<file path="src/rtl/idle_pkg.sv">
package idle_pkg;
  localparam int CFG_W       = 16;
  localparam int AREA_W      = 3;
  localparam int NUM_AREAS   = 1 << AREA_W;
  localparam int WAIT_SEL    = 15;
  localparam logic [CFG_W-1:0] CFG_MASK = 16'hBFF3;

  typedef struct packed {
    logic loadCnt;
    logic decCnt;
    logic setDone;
    logic capture;
  } idleStrobe_t;

  function automatic logic [1:0] codeToIdles(input logic [1:0] code);
    return (code == 2'b00) ? 2'd1 : code;
  endfunction

  function automatic bit areaHasField(input int a);
    return (a == 0) || (a >= 2 && a <= 6);
  endfunction
endpackage

</file>
<file path="src/rtl/idle_datapath.sv">
module idle_datapath
  import idle_pkg::*;
(
  input  logic              clk,
  input  logic              rstPor_n,
  input  logic              rstMan_n,
  input  logic              cfgWe,
  input  logic [CFG_W-1:0]  cfgWdata,
  output logic [CFG_W-1:0]  cfgRdata,
  input  logic              waitIn,
  output logic              waitOut,
  input  idleStrobe_t       strobe,
  input  logic [AREA_W-1:0] reqArea,
  input  logic              reqWrite,
  output logic              cntZero,
  output logic              cntOne,
  output logic              idleDone,
  output logic              haveLast,
  output logic              areaMatch,
  output logic              dirMatch,
  output logic [1:0]        prevIdles
);
  logic [CFG_W-1:0]  cfgReg;
  logic [AREA_W-1:0] lastArea;
  logic              lastWrite;
  logic [1:0]        cnt;
  logic              waitFall;
  logic [1:0]        areaIdles [NUM_AREAS];

  always_ff @(posedge clk) begin
    if (!rstPor_n)  cfgReg <= CFG_MASK;
    else if (cfgWe) cfgReg <= cfgWdata & CFG_MASK;
  end

  assign cfgRdata = cfgReg;

  genvar a;
  generate
    for (a = 0; a < NUM_AREAS; a++) begin : g_area
      if (areaHasField(a)) begin : g_field
        assign areaIdles[a] = codeToIdles(cfgReg[2*a +: 2]);
      end else begin : g_none
        assign areaIdles[a] = 2'd0;
      end
    end
  endgenerate

  always_ff @(posedge clk) begin
    if (!rstPor_n || !rstMan_n) begin
      haveLast  <= 1'b0;
      lastArea  <= '0;
      lastWrite <= 1'b0;
      cnt       <= '0;
      idleDone  <= 1'b0;
    end else begin
      if (strobe.capture) begin
        haveLast  <= 1'b1;
        lastArea  <= reqArea;
        lastWrite <= reqWrite;
      end
      if (strobe.loadCnt)     cnt <= prevIdles - 2'd1;
      else if (strobe.decCnt) cnt <= cnt - 2'd1;
      if (strobe.setDone)      idleDone <= 1'b1;
      else if (strobe.capture) idleDone <= 1'b0;
    end
  end

  always_ff @(negedge clk) begin
    if (!rstPor_n) waitFall <= 1'b0;
    else           waitFall <= waitIn;
  end

  assign waitOut   = cfgReg[WAIT_SEL] & waitFall;
  assign prevIdles = areaIdles[lastArea];
  assign areaMatch = (reqArea == lastArea);
  assign dirMatch  = (reqWrite == lastWrite);
  assign cntZero   = (cnt == 2'd0);
  assign cntOne    = (cnt == 2'd1);
endmodule

</file>
<file path="src/rtl/idle_control.sv">
module idle_control
  import idle_pkg::*;
(
  input  logic        reqValid,
  input  logic        busReady,
  input  logic        cntZero,
  input  logic        cntOne,
  input  logic        idleDone,
  input  logic        haveLast,
  input  logic        areaMatch,
  input  logic        dirMatch,
  input  logic [1:0]  prevIdles,
  output idleStrobe_t strobe,
  output logic        stall
);
  logic switchSeen;
  logic needIdle;
  logic startIdle;

  assign switchSeen = !areaMatch || !dirMatch;
  assign needIdle   = haveLast && !idleDone && switchSeen && (prevIdles != 2'd0);
  assign startIdle  = cntZero && reqValid && needIdle;
  assign stall      = !cntZero || startIdle;

  always_comb begin
    strobe         = '0;
    strobe.loadCnt = startIdle;
    strobe.decCnt  = !cntZero;
    strobe.setDone = (startIdle && prevIdles == 2'd1) || cntOne;
    strobe.capture = reqValid && busReady && !stall;
  end
endmodule

</file>
<file path="src/rtl/bus_idle_inserter.sv">
module bus_idle_inserter
  import idle_pkg::*;
#(
  parameter int ADDR_W = 32
) (
  input  logic              clk,
  input  logic              rstPor_n,
  input  logic              rstMan_n,
  input  logic              cfgWe,
  input  logic [CFG_W-1:0]  cfgWdata,
  output logic [CFG_W-1:0]  cfgRdata,
  input  logic              reqValid,
  input  logic [AREA_W-1:0] reqArea,
  input  logic              reqWrite,
  input  logic [ADDR_W-1:0] reqAddr,
  output logic              reqReady,
  output logic              busValid,
  output logic [AREA_W-1:0] busArea,
  output logic              busWrite,
  output logic [ADDR_W-1:0] busAddr,
  input  logic              busReady,
  input  logic              waitIn,
  output logic              waitOut
);
  idleStrobe_t strobe;
  logic        stall;
  logic        cntZero, cntOne, idleDone, haveLast, areaMatch, dirMatch;
  logic [1:0]  prevIdles;

  idle_datapath u_dp (
    .clk(clk), .rstPor_n(rstPor_n), .rstMan_n(rstMan_n),
    .cfgWe(cfgWe), .cfgWdata(cfgWdata), .cfgRdata(cfgRdata),
    .waitIn(waitIn), .waitOut(waitOut), .strobe(strobe),
    .reqArea(reqArea), .reqWrite(reqWrite),
    .cntZero(cntZero), .cntOne(cntOne), .idleDone(idleDone),
    .haveLast(haveLast), .areaMatch(areaMatch), .dirMatch(dirMatch),
    .prevIdles(prevIdles)
  );

  idle_control u_ctl (
    .reqValid(reqValid), .busReady(busReady),
    .cntZero(cntZero), .cntOne(cntOne), .idleDone(idleDone),
    .haveLast(haveLast), .areaMatch(areaMatch), .dirMatch(dirMatch),
    .prevIdles(prevIdles), .strobe(strobe), .stall(stall)
  );

  assign reqReady = busReady && !stall;
  assign busValid = reqValid && !stall;
  assign busArea  = reqArea;
  assign busWrite = reqWrite;
  assign busAddr  = reqAddr;
endmodule

</file>
<file path="config.mk">
export PLATFORM = sky130hd
export DESIGN_NAME = bus_idle_inserter
export DESIGN_NICKNAME = d
export VERILOG_FILES = /design/src/rtl/idle_pkg.sv /design/src/rtl/idle_datapath.sv /design/src/rtl/idle_control.sv /design/src/rtl/bus_idle_inserter.sv
export SDC_FILE = /design/constraint.sdc
export NUM_CORES = 1
export LEC_CHECK = 0
export BUFFER_PORTS_ARGS = -buffer_cell sky130_fd_sc_hd__buf_2
export CAP_MARGIN = 40
export CORE_AREA = 2 2 64 66
export DETAILED_ROUTE_END_ITERATION = 8
export DIE_AREA = 0 0 66 68
export PLACE_DENSITY = 0.8
export SLEW_MARGIN = 40
export SYNTH_ARGS = -nofsm -noshare
export SYNTH_HDL_FRONTEND = slang
export SYNTH_HIERARCHICAL = 1
export SYNTH_SLANG_ARGS = --single-unit
export TNS_END_PERCENT = 100
</file>
<file path="constraint.sdc">
create_clock -name clk -period 2.7 [get_ports clk]
set_clock_uncertainty 0.1 [all_clocks]
set_input_delay 0.135 -clock clk [delete_from_list [all_inputs] [get_ports clk]]
set_output_delay 0.135 -clock clk [all_outputs]
set_load 0.01 [all_outputs]
</file>
==> impl_metrics.env, run 1 <==
export IMPL_hold_viol=0
export IMPL_synth_area_leaders="dfxtp_1, buf_4, mux2i_1"
export IMPL_dieWidth_um=66
export IMPL_fill_cells=418
export IMPL_worstPathArrival_ns=2.22
export IMPL_drt_wl_total_um=2591
export IMPL_drv_cap=0
export IMPL_ys_warn_count=6
export IMPL_synth_seq_cells=22
export IMPL_clockRootBuffer="clkbuf_8"
export IMPL_ys_seq_area_share_pct=31.12
export IMPL_reg2reg_slack_ns=0.50
export IMPL_worst_ir_drop_vdd_mv=0.2625
export IMPL_p_per_area_nw_per_um2=462.7
export IMPL_num_vias=1041
export IMPL_reg2reg_to="u_dp/cnt[1]$_SDFFE_PP0P_"
export IMPL_syn_avg_cell_area_um2=8.682
export IMPL_overflow=0
export IMPL_synth_simple_area_share_pct=14.59
export IMPL_synth_compound_area_share_pct=11.76
export IMPL_numClockSinks=22
export IMPL_crit_fanout=1
export IMPL_grt_pass1_wl_um=4381
export IMPL_cts_tree="built"
export IMPL_holdWs_ns=0.009450
export IMPL_outcome="finished clean"
export IMPL_endpoint_kind="output port"
export IMPL_ys_flop_type="dfxtp_1"
export IMPL_drtAntennaViolNets=0
export IMPL_hold_depth=3
export IMPL_numCtsBuffers=3
export IMPL_gp_congestion=0.6896
export IMPL_synth_common_cells="buf_4, dfxtp_1, nand2_1"
export IMPL_post_synth_top_count_cell="buf_4"
export IMPL_clkTransAtPathRegs_ns=0.07
export IMPL_hpwl_um=1982
export IMPL_cellLeakagePower_nw=0.7016
export IMPL_grt_pass1_vias=1025
export IMPL_drc=0
export IMPL_pin_count=114
export IMPL_htreeDepth=1
export IMPL_synth_xor_area_share_pct=3.714
export IMPL_wl_per_cell_um=11.41
export IMPL_synthesis_area_um2=1415
export IMPL_setup_viol=0
export IMPL_rsz0062_at_grt="no"
export IMPL_core_area_um2=3856
export IMPL_crit_type="reg -> out"
export IMPL_async_reset_ff_share_pct=0
export IMPL_multi_input_area_um2=611.8
export IMPL_synth_edff_count=0
export IMPL_nets=239
export IMPL_finalSetupTns_ns=0
export IMPL_synthMuxAreaShare_pct=10.61
export IMPL_drt_first_pass_iters=4
export IMPL_die_area_um2=4488
export IMPL_worstHoldEndpoint="u_dp/cfgRdata[4]$_SDFFE_PN1P_"
export IMPL_syn_to_final_growth_pct=7.427
export IMPL_required_ns=2.47
export IMPL_first_iter_violations=25
export IMPL_grt_usage_pct=12.70
export IMPL_start_kind="flop"
export IMPL_synth_top_family_by_area="buffers and inverters"
export IMPL_reg2reg_depth=8
export IMPL_min_path_type="in -> reg"
export IMPL_synth_area_leader_cell="dfxtp_1"
export IMPL_seq_area_um2=440.4
export IMPL_synth_cell_types=39
export IMPL_clk_insertion_delay_late_ns=0.26
export IMPL_hp_start="cfgWdata[4]"
export IMPL_synthCells=163
export IMPL_report_final_slew_viol_count=0
export IMPL_ctsResizeCount=0
export IMPL_via_per_inst=4.586
export IMPL_synth_top_area_share_pct=31.12
export IMPL_synth_adder_area_share_pct=1.768
export IMPL_r2r_start="u_dp/lastArea[1]$_SDFFE_PP0P_"
export IMPL_start_util_pct=36.70
export IMPL_grt_antenna_before_repair=0
export IMPL_antenna_cells=0
export IMPL_std_cell_rows=23
export IMPL_fp_dieH_um=68
export IMPL_io_buffers=43
export IMPL_max_clock_path_buffers=2
export IMPL_grt_max_degree=18
export IMPL_final_layout_size_suffix_gt1_share_pct=30.51
-- registers in the layout, summed over array words and instances (netlist names) --
name / cells
u_dp/cfgRdata: 13
u_dp/cnt: 2
u_dp/haveLast: 1
u_dp/idleDone: 1
u_dp/lastArea: 3
u_dp/lastWrite: 1
u_dp/waitFall: 1
-- routing by layer --
metal  track usage (%)  part of all wire [%]  up-vias
li1                  -                     -      524
met1             14.19                    41      469
met2             22.22                    50       41
met3             3.289                   7.6        7
met4             6.888                   1.6        0
met5                 0                     0        -
-- through the flow --
stage	worst slack (ns)	util, %	instances	instance area (µm²)	power (mW)
global route	0.1765	39.42	227	1520	0.7538
detailed placement	0.4985	35.66	213	1375	0.4962
finish	0.2453	39.42	227	1520	0.7034
CTS	0.2363	39.42	227	1520	0.7147
floorplan	0.6751	-	165	1423	0.5027
global placement	0.5676	35.66	213	1375	0.4918
-- how the worst max path moves through the flow --
stage / from / end / slack, ns / cells after the start
after global routing: u_dp/waitFall$_SDFF_NN0_ / waitOut / 0.18 / 2
after CTS: u_dp/waitFall$_SDFF_NN0_ / waitOut / 0.24 / 2
after global placement: u_dp/lastArea[1]$_SDFFE_PP0P_ / u_dp/lastArea[0]$_SDFFE_PP0P_ / 0.57 / 7
final: u_dp/waitFall$_SDFF_NN0_ / waitOut / 0.25 / 2
after detailed placement: u_dp/lastArea[1]$_SDFFE_PP0P_ / u_dp/cnt[1]$_SDFFE_PP0P_ / 0.50 / 8
after floorplan: u_dp/waitFall$_SDFF_NN0_ / waitOut / 0.68 / 1
-- where the power goes --
group	internal (mW)	leakage (nW)	switching (mW)	total (mW)
clock	0.107	0.0281	0.103	0.210
combinational	0.0703	0.492	0.0681	0.138
sequential	0.341	0.181	0.0139	0.355
-- kinds of logic (layout without fill, tap and decap cells) --
| logic type | after synthesis | count (layout) |
|---|---|---|
| xor gates and xnor gates | 6 | 6 |
| AOI/OAI and AO/OA | 20 | 20 |
| and+or+nand+nor | 41 | 41 |
| buffers and inverters | 56 | 68 |
| DFF | 22 | 22 |
| adders and majority gates | 2 | 2 |
| other | 1 | 3 |
| muxes | 15 | 15 |
-- timing repair --
| action | CTS | global route |
|---|---|---|
| endpoints found under the hold margin | 10 | 0 |
| buffers inserted | 0 | 0 |
| hold buffers | 10 | 0 |
-- critical path: stages, from the launching register on --
cell	delay [ns]
dfxtp_1	0.28
and2_1	0.14
buf_2	0.13
-- layout make-up --
type / count / area share, %
multi-input cells: 87 / 40.25
clock buffers: 4 / 2.963
inverters: 9 / 2.222
well taps: 50 / 4.115
repair buffers: 54 / 21.23
clock inverters: 1 / 0.2469
flip-flops and latches: 22 / 28.97
-- layout by cell type (no fill, tap or decap), types with 3 or more instances in the layout --
cell type / n
inv_1: 10
xor2_1: 4
buf_2: 43
clkbuf_8: 3
mux2i_1: 15
nand2_1: 16
nor2_1: 10
conb_1: 3
o21ai_0: 3
o211ai_1: 4
dlygate4sd3_1: 10
dfxtp_1: 22
nor2b_1: 3
Note: power is estimated with default switching activity, not from simulation.
==> run 2, diff against run 1 <==
- CORE_AREA: 2 2 64 66 -> 2 2 57 73
- DIE_AREA: 0 0 66 68 -> 0 0 59 75
- PLACE_DENSITY: 0.8 -> 0.81
==> run 2 against run 1 <==
The run now ends with hold timing left. Critical path type unchanged. Sequential share of layout area up 0.072 points. Via count up 2.3%. Clock power up 46%.
==> impl_metrics.env, run 2 (synthesis gave the netlist of run 1 again) <==
export IMPL_outcome="finished, violations left"
export IMPL_failed_checks="hold timing"
export IMPL_grt_usage_pct=12.38
export IMPL_fill_cells=381
export IMPL_io_buffers=43
export IMPL_drv_cap=0
export IMPL_tightest_slew_ns=0.6001
export IMPL_dpl_instance_area_um2=1355
export IMPL_start_kind="flop"
export IMPL_syn_to_final_growth_pct=7.162
export IMPL_report_final_slew_viol_count=0
export IMPL_rsz0062_at_grt="no"
export IMPL_antenna_cells=0
export IMPL_endpoint_kind="output port"
export IMPL_worstPathArrival_ns=2.22
export IMPL_start_util_pct=38.34
export IMPL_core_area_um2=3691
export IMPL_drt_wl_total_um=2548
export IMPL_worst_ir_drop_vdd_mv=0.2821
export IMPL_seq_area_um2=440.4
export IMPL_multi_input_area_um2=611.8
export IMPL_largest_reg_flops=13
export IMPL_std_cell_rows=25
export IMPL_crit_fanout=1
export IMPL_required_ns=2.47
export IMPL_p_per_area_nw_per_um2=526.7
export IMPL_pin_count=114
export IMPL_min_path_type="in -> reg"
export IMPL_dieWidth_um=59
export IMPL_via_per_inst=4.953
export IMPL_clockRootBuffer="clkbuf_8"
export IMPL_numCtsBuffers=3
export IMPL_max_slew_margin_rel_pct=59.63
export IMPL_holdWs_ns=-0.001251
export IMPL_nets=237
export IMPL_num_vias=1065
export IMPL_first_iter_violations=24
export IMPL_gp_congestion=0.7270
export IMPL_htreeDepth=1
export IMPL_drt_first_pass_iters=4
export IMPL_mostFrequentLayoutCell="buf_2"
export IMPL_max_clock_path_buffers=2
export IMPL_layout_common_cells="buf_2, dfxtp_1, nand2_1"
export IMPL_cellLeakagePower_nw=0.7049
export IMPL_hpwl_um=1916
export IMPL_clk_insertion_delay_late_ns=0.26
export IMPL_setup_viol=0
export IMPL_crit_type="reg -> out"
export IMPL_final_layout_size_suffix_gt1_share_pct=30.86
export IMPL_grt_pass1_vias=1039
export IMPL_grt_pass1_wl_um=4243
export IMPL_reg2reg_slack_ns=0.29
export IMPL_hold_viol=1
export IMPL_finalSetupTns_ns=0
export IMPL_final_cell_area_um2=1516
export IMPL_grt_antenna_before_repair=0
export IMPL_cts_tree="built"
export IMPL_overflow=0
export IMPL_fp_dieH_um=75
export IMPL_drtAntennaViolNets=0
export IMPL_numClockSinks=22
export IMPL_clkTransAtPathRegs_ns=0.08
export IMPL_drc=0
export IMPL_grt_max_degree=18
export IMPL_die_area_um2=4425
export IMPL_wl_per_cell_um=11.85
run 2: cell types whose count changed in the layout (fill, tap and decap cells not counted), sizes merged:
cell and change:
dlygate4sd3 -1, clkbuf -1, buf -1, bufinv +1
run 2: cell type report:
cell class                 count  share of cell area [%]
clock inverter                 2                   2.228
inverter                       9                   2.228
tap                           40                   3.300
multi-input combinational     87                   40.35
timing repair buffer          52                   20.13
sequential                    22                   29.04
clock buffer                   3                   2.723
run 2: per-layer routing:
metal	vias to the layer above	routed length (µm)	global-route usage, %
met5	-	0	0
met4	0	47	7.071
met3	10	156	2.234
met2	52	1352	23.21
met1	480	990	12.66
li1	523	-	-
run 2: repair_timing:
item                                   4_1_cts  5_1_grt
hold buffers                                 9        0
endpoints found under the hold margin        9        0
gates resized for setup                      0        0
setup buffers                                0        0
run 2: final timing paths:
kind                                      start                            end  depth (start not counted)
hold / removal                      cfgWdata[0]  u_dp/cfgRdata[0]$_SDFFE_PN1P_                          3
setup / recovery       u_dp/waitFall$_SDFF_NN0_                        waitOut                          2
setup reg to reg  u_dp/lastArea[1]$_SDFFE_PP0P_       u_dp/cnt[1]$_SDFFE_PP0P_                          7
hold reg to reg      u_dp/idleDone$_SDFFE_PP0P_     u_dp/idleDone$_SDFFE_PP0P_                          2
run 2: critical path, cell delays in order, from the launching register on:
cell and delay, ns:
dfxtp_1 0.28, and2_1 0.14, buf_2 0.13
run 2: stage by stage:
step	hold WS (ns)	std cells	utilization (%)	total power [mW]	worst slack [ns]
finish	-0.001251	215	41.08	0.7987	0.2455
global route	0.007378	215	41.08	0.8398	0.08850
CTS	0.001304	215	41.08	0.8067	0.2279
detailed placement	0.1701	202	36.71	0.4949	0.3271
global placement	0.1701	202	36.71	0.4910	0.4191
floorplan	0.1239	165	-	0.5027	0.6751
run 2: report_power, final:
group	total [mW]	internal, mW	switching (mW)
Combinational	0.137	0.0690	0.0681
Clock	0.306	0.200	0.106
Sequential	0.355	0.341	0.0142
Total	0.799	0.610	0.189
==> run 3, diff against run 2 <==
- CORE_AREA: 2 2 57 73 -> 2 2 57 72
- DIE_AREA: 0 0 59 75 -> 0 0 59 74
- PLACE_DENSITY: 0.81 -> 0.85
- SYNTH_HIERARCHICAL: 1 -> unset
- clock period: 2.7 -> 3 ns (I/O delays scaled with it)
==> run 3 against run 2 <==
The flow now finishes without violations. Clock power decreased by 29%. Via count increased by 7.7%. Sequential power decreased by 10%. Critical path type unchanged. Worst setup slack improved by 0.022 ns. Power decreased by 19%. Clock-buffer cell count increased by 1. Sequential share of layout area decreased by 0.19 points. Routed wire length increased by 8.8%. Die area decreased by 1.3%. Synthesized area increased by 8.3%.
==> impl_metrics.env, run 3 <==
export IMPL_report_final_slew_viol_count=0
export IMPL_wl_per_cell_um=12.27
export IMPL_synth_area_leaders="dfxtp_1, buf_4, mux2i_1"
export IMPL_syn_avg_cell_area_um2=8.376
export IMPL_hold_viol=0
export IMPL_htreeDepth=1
export IMPL_cts_setup_buffers=0
export IMPL_ys_warn_count=0
export IMPL_outcome="finished clean"
export IMPL_min_period_ns=2.732
export IMPL_synthCells=183
export IMPL_syn_to_final_growth_pct=-0.4084
export IMPL_required_ns=2.75
export IMPL_antenna_cells=0
export IMPL_post_synth_top_count_cell="buf_4"
export IMPL_async_reset_ff_share_pct=0
export IMPL_grt_max_degree=17
export IMPL_finalSetupTns_ns=0
export IMPL_clockRootBuffer="clkbuf_8"
export IMPL_gp_congestion=0.7815
export IMPL_numClockSinks=22
export IMPL_met2_usage_pct=23.33
export IMPL_dpl_worst_slack_ns=0.5735
export IMPL_drc=0
export IMPL_ys_seq_area_share_pct=28.73
export IMPL_multi_input_area_um2=711.9
export IMPL_drt_wl_total_um=2773
export IMPL_pin_count=114
export IMPL_first_iter_violations=42
export IMPL_synth_top_area_share_pct=28.73
export IMPL_cts_tree="built"
export IMPL_crit_fanout=13
export IMPL_overflow=0
export IMPL_ys_flop_type="dfxtp_1"
export IMPL_use_met3_pct=2.609
export IMPL_die_area_um2=4366
export IMPL_final_layout_size_suffix_gt1_share_pct=30.11
export IMPL_worst_ir_drop_vdd_mv=0.1417
export IMPL_hold_buffers=2
export IMPL_max_clock_path_buffers=2
export IMPL_largest_reg_flops=13
export IMPL_hpwl_um=2130
export IMPL_nets=250
export IMPL_crit_type="reg -> out"
export IMPL_numCtsBuffers=3
export IMPL_grt_usage_pct=13.12
export IMPL_layout_common_cells="buf_2, nand2_1, dfxtp_1"
export IMPL_synth_seq_cells=22
export IMPL_synthesis_area_um2=1533
export IMPL_via_per_inst=5.075
export IMPL_setup_viol=0
export IMPL_synth_cell_types=36
export IMPL_fmax_mhz=366.0
export IMPL_start_kind="flop"
export IMPL_start_util_pct=41.53
export IMPL_rsz0062_at_grt="no"
export IMPL_hold_depth=3
export IMPL_synth_common_cells="buf_4, nand2_1, dfxtp_1"
export IMPL_grt_antenna_before_repair=0
export IMPL_synth_area_leader_cell="dfxtp_1"
export IMPL_mostFrequentLayoutCell="buf_2"
export IMPL_io_buffers=43
export IMPL_grt_pass1_vias=1063
export IMPL_dieWidth_um=59
export IMPL_endpoint_kind="output port"
export IMPL_core_area_um2=3691
export IMPL_fp_dieH_um=74
export IMPL_num_vias=1147
export IMPL_drtAntennaViolNets=0
export IMPL_reg2reg_depth=8
export IMPL_cellLeakagePower_nw=0.6968
export IMPL_drv_cap=0
export IMPL_clkTransAtPathRegs_ns=0.08
export IMPL_p_per_area_nw_per_um2=425.2
export IMPL_fill_cells=364
export IMPL_instances_no_fill=226
export IMPL_dp_cells=220
export IMPL_std_cell_rows=25
export IMPL_ctsResizeCount=0
export IMPL_synth_edff_count=0
export IMPL_min_path_type="in -> reg"
export IMPL_setup_ws_ns=0.2677
export IMPL_finalCritPeriodShare_pct=91.08
export IMPL_seq_area_um2=440.4
export IMPL_busiest_layer="met2"
export IMPL_holdWs_ns=0.002825
export IMPL_globalRouteMet1Util_pct=15.32
export IMPL_grt_pass1_wl_um=4526
export IMPL_clk_insertion_delay_late_ns=0.26
export IMPL_p_total_mw=0.6491
export IMPL_worstPathArrival_ns=2.48
export IMPL_drt_first_pass_iters=4
[run 3: cell count changes after synthesis, sizes merged, moves of 4 or more]
cell and delta:
and3 +6, buf +4, nand2 +10, nand3 +6, nand4 +9, nor2 -5, xor2 -4
[run 3: final cells by class]
class                           count  area share (%)
Multi-Input combinational cell    107           46.64
Clock inverter                      1          0.2459
Clock buffer                        4           3.607
Inverter                            6           1.475
Sequential cell                    22           28.85
Tap cell                           40           3.279
Timing Repair Buffer               46           15.90
[run 3: logic make-up (layout without fill, tap and decap cells)]
group	Yosys count	in the layout	synth area share (%)
and+or+nand+nor	65	65	21.55
buffers and inverters	56	57	25.31
DFF	22	22	28.73
AOI/OAI and AO/OA	17	17	8.979
muxes	13	13	8.572
xor gates and xnor gates	5	5	3.347
adders and majority gates	4	4	3.265
other	1	3	0.2447
[run 3: metal layers]
layer	vias up	part of all wire, %
met2	47	49
met4	0	2.1
met1	507	43
met5	-	0
li1	580	-
met3	13	6.0
[run 3: critical path: stages (launching register included)]
cell and delay, ns:
dfxtp_1 0.57, nor3b_1 0.10, a311o_2 0.32, a32oi_2 0.28, inv_1 0.07, ha_1 0.21, nor2_1 0.11, buf_4 0.16
nand2_1 0.08, and3_1 0.19, buf_2 0.13
[run 3: through the flow]
step / utilization [%] / area (µm²)
after floorplan: - / 1540
after detailed placement: 39.32 / 1451
after global routing: 41.36 / 1526
final: 41.36 / 1526
after global placement: 39.32 / 1451
after CTS: 41.36 / 1526
[run 3: final timing paths]
path	from	end	slack [ns]
hold reg to reg	u_dp.haveLast$_SDFFE_PP0P_	u_dp.haveLast$_SDFFE_PP0P_	0.40
setup / recovery	u_dp.lastArea[1]$_SDFFE_PP0P_	busValid	0.27
setup reg to reg	u_dp.lastArea[1]$_SDFFE_PP0P_	u_dp.cnt[0]$_SDFFE_PP0P_	0.58
hold / removal	cfgWdata[7]	u_dp.cfgRdata[7]$_SDFFE_PN1P_	0.003
[run 3: power by group]
| part | total, mW | switching (mW) | internal [mW] |
|---|---|---|---|
| Clock | 0.216 | 0.0973 | 0.119 |
| Combinational | 0.115 | 0.0599 | 0.0547 |
| Sequential | 0.319 | 0.0125 | 0.306 |
| Total | 0.649 | 0.170 | 0.479 |
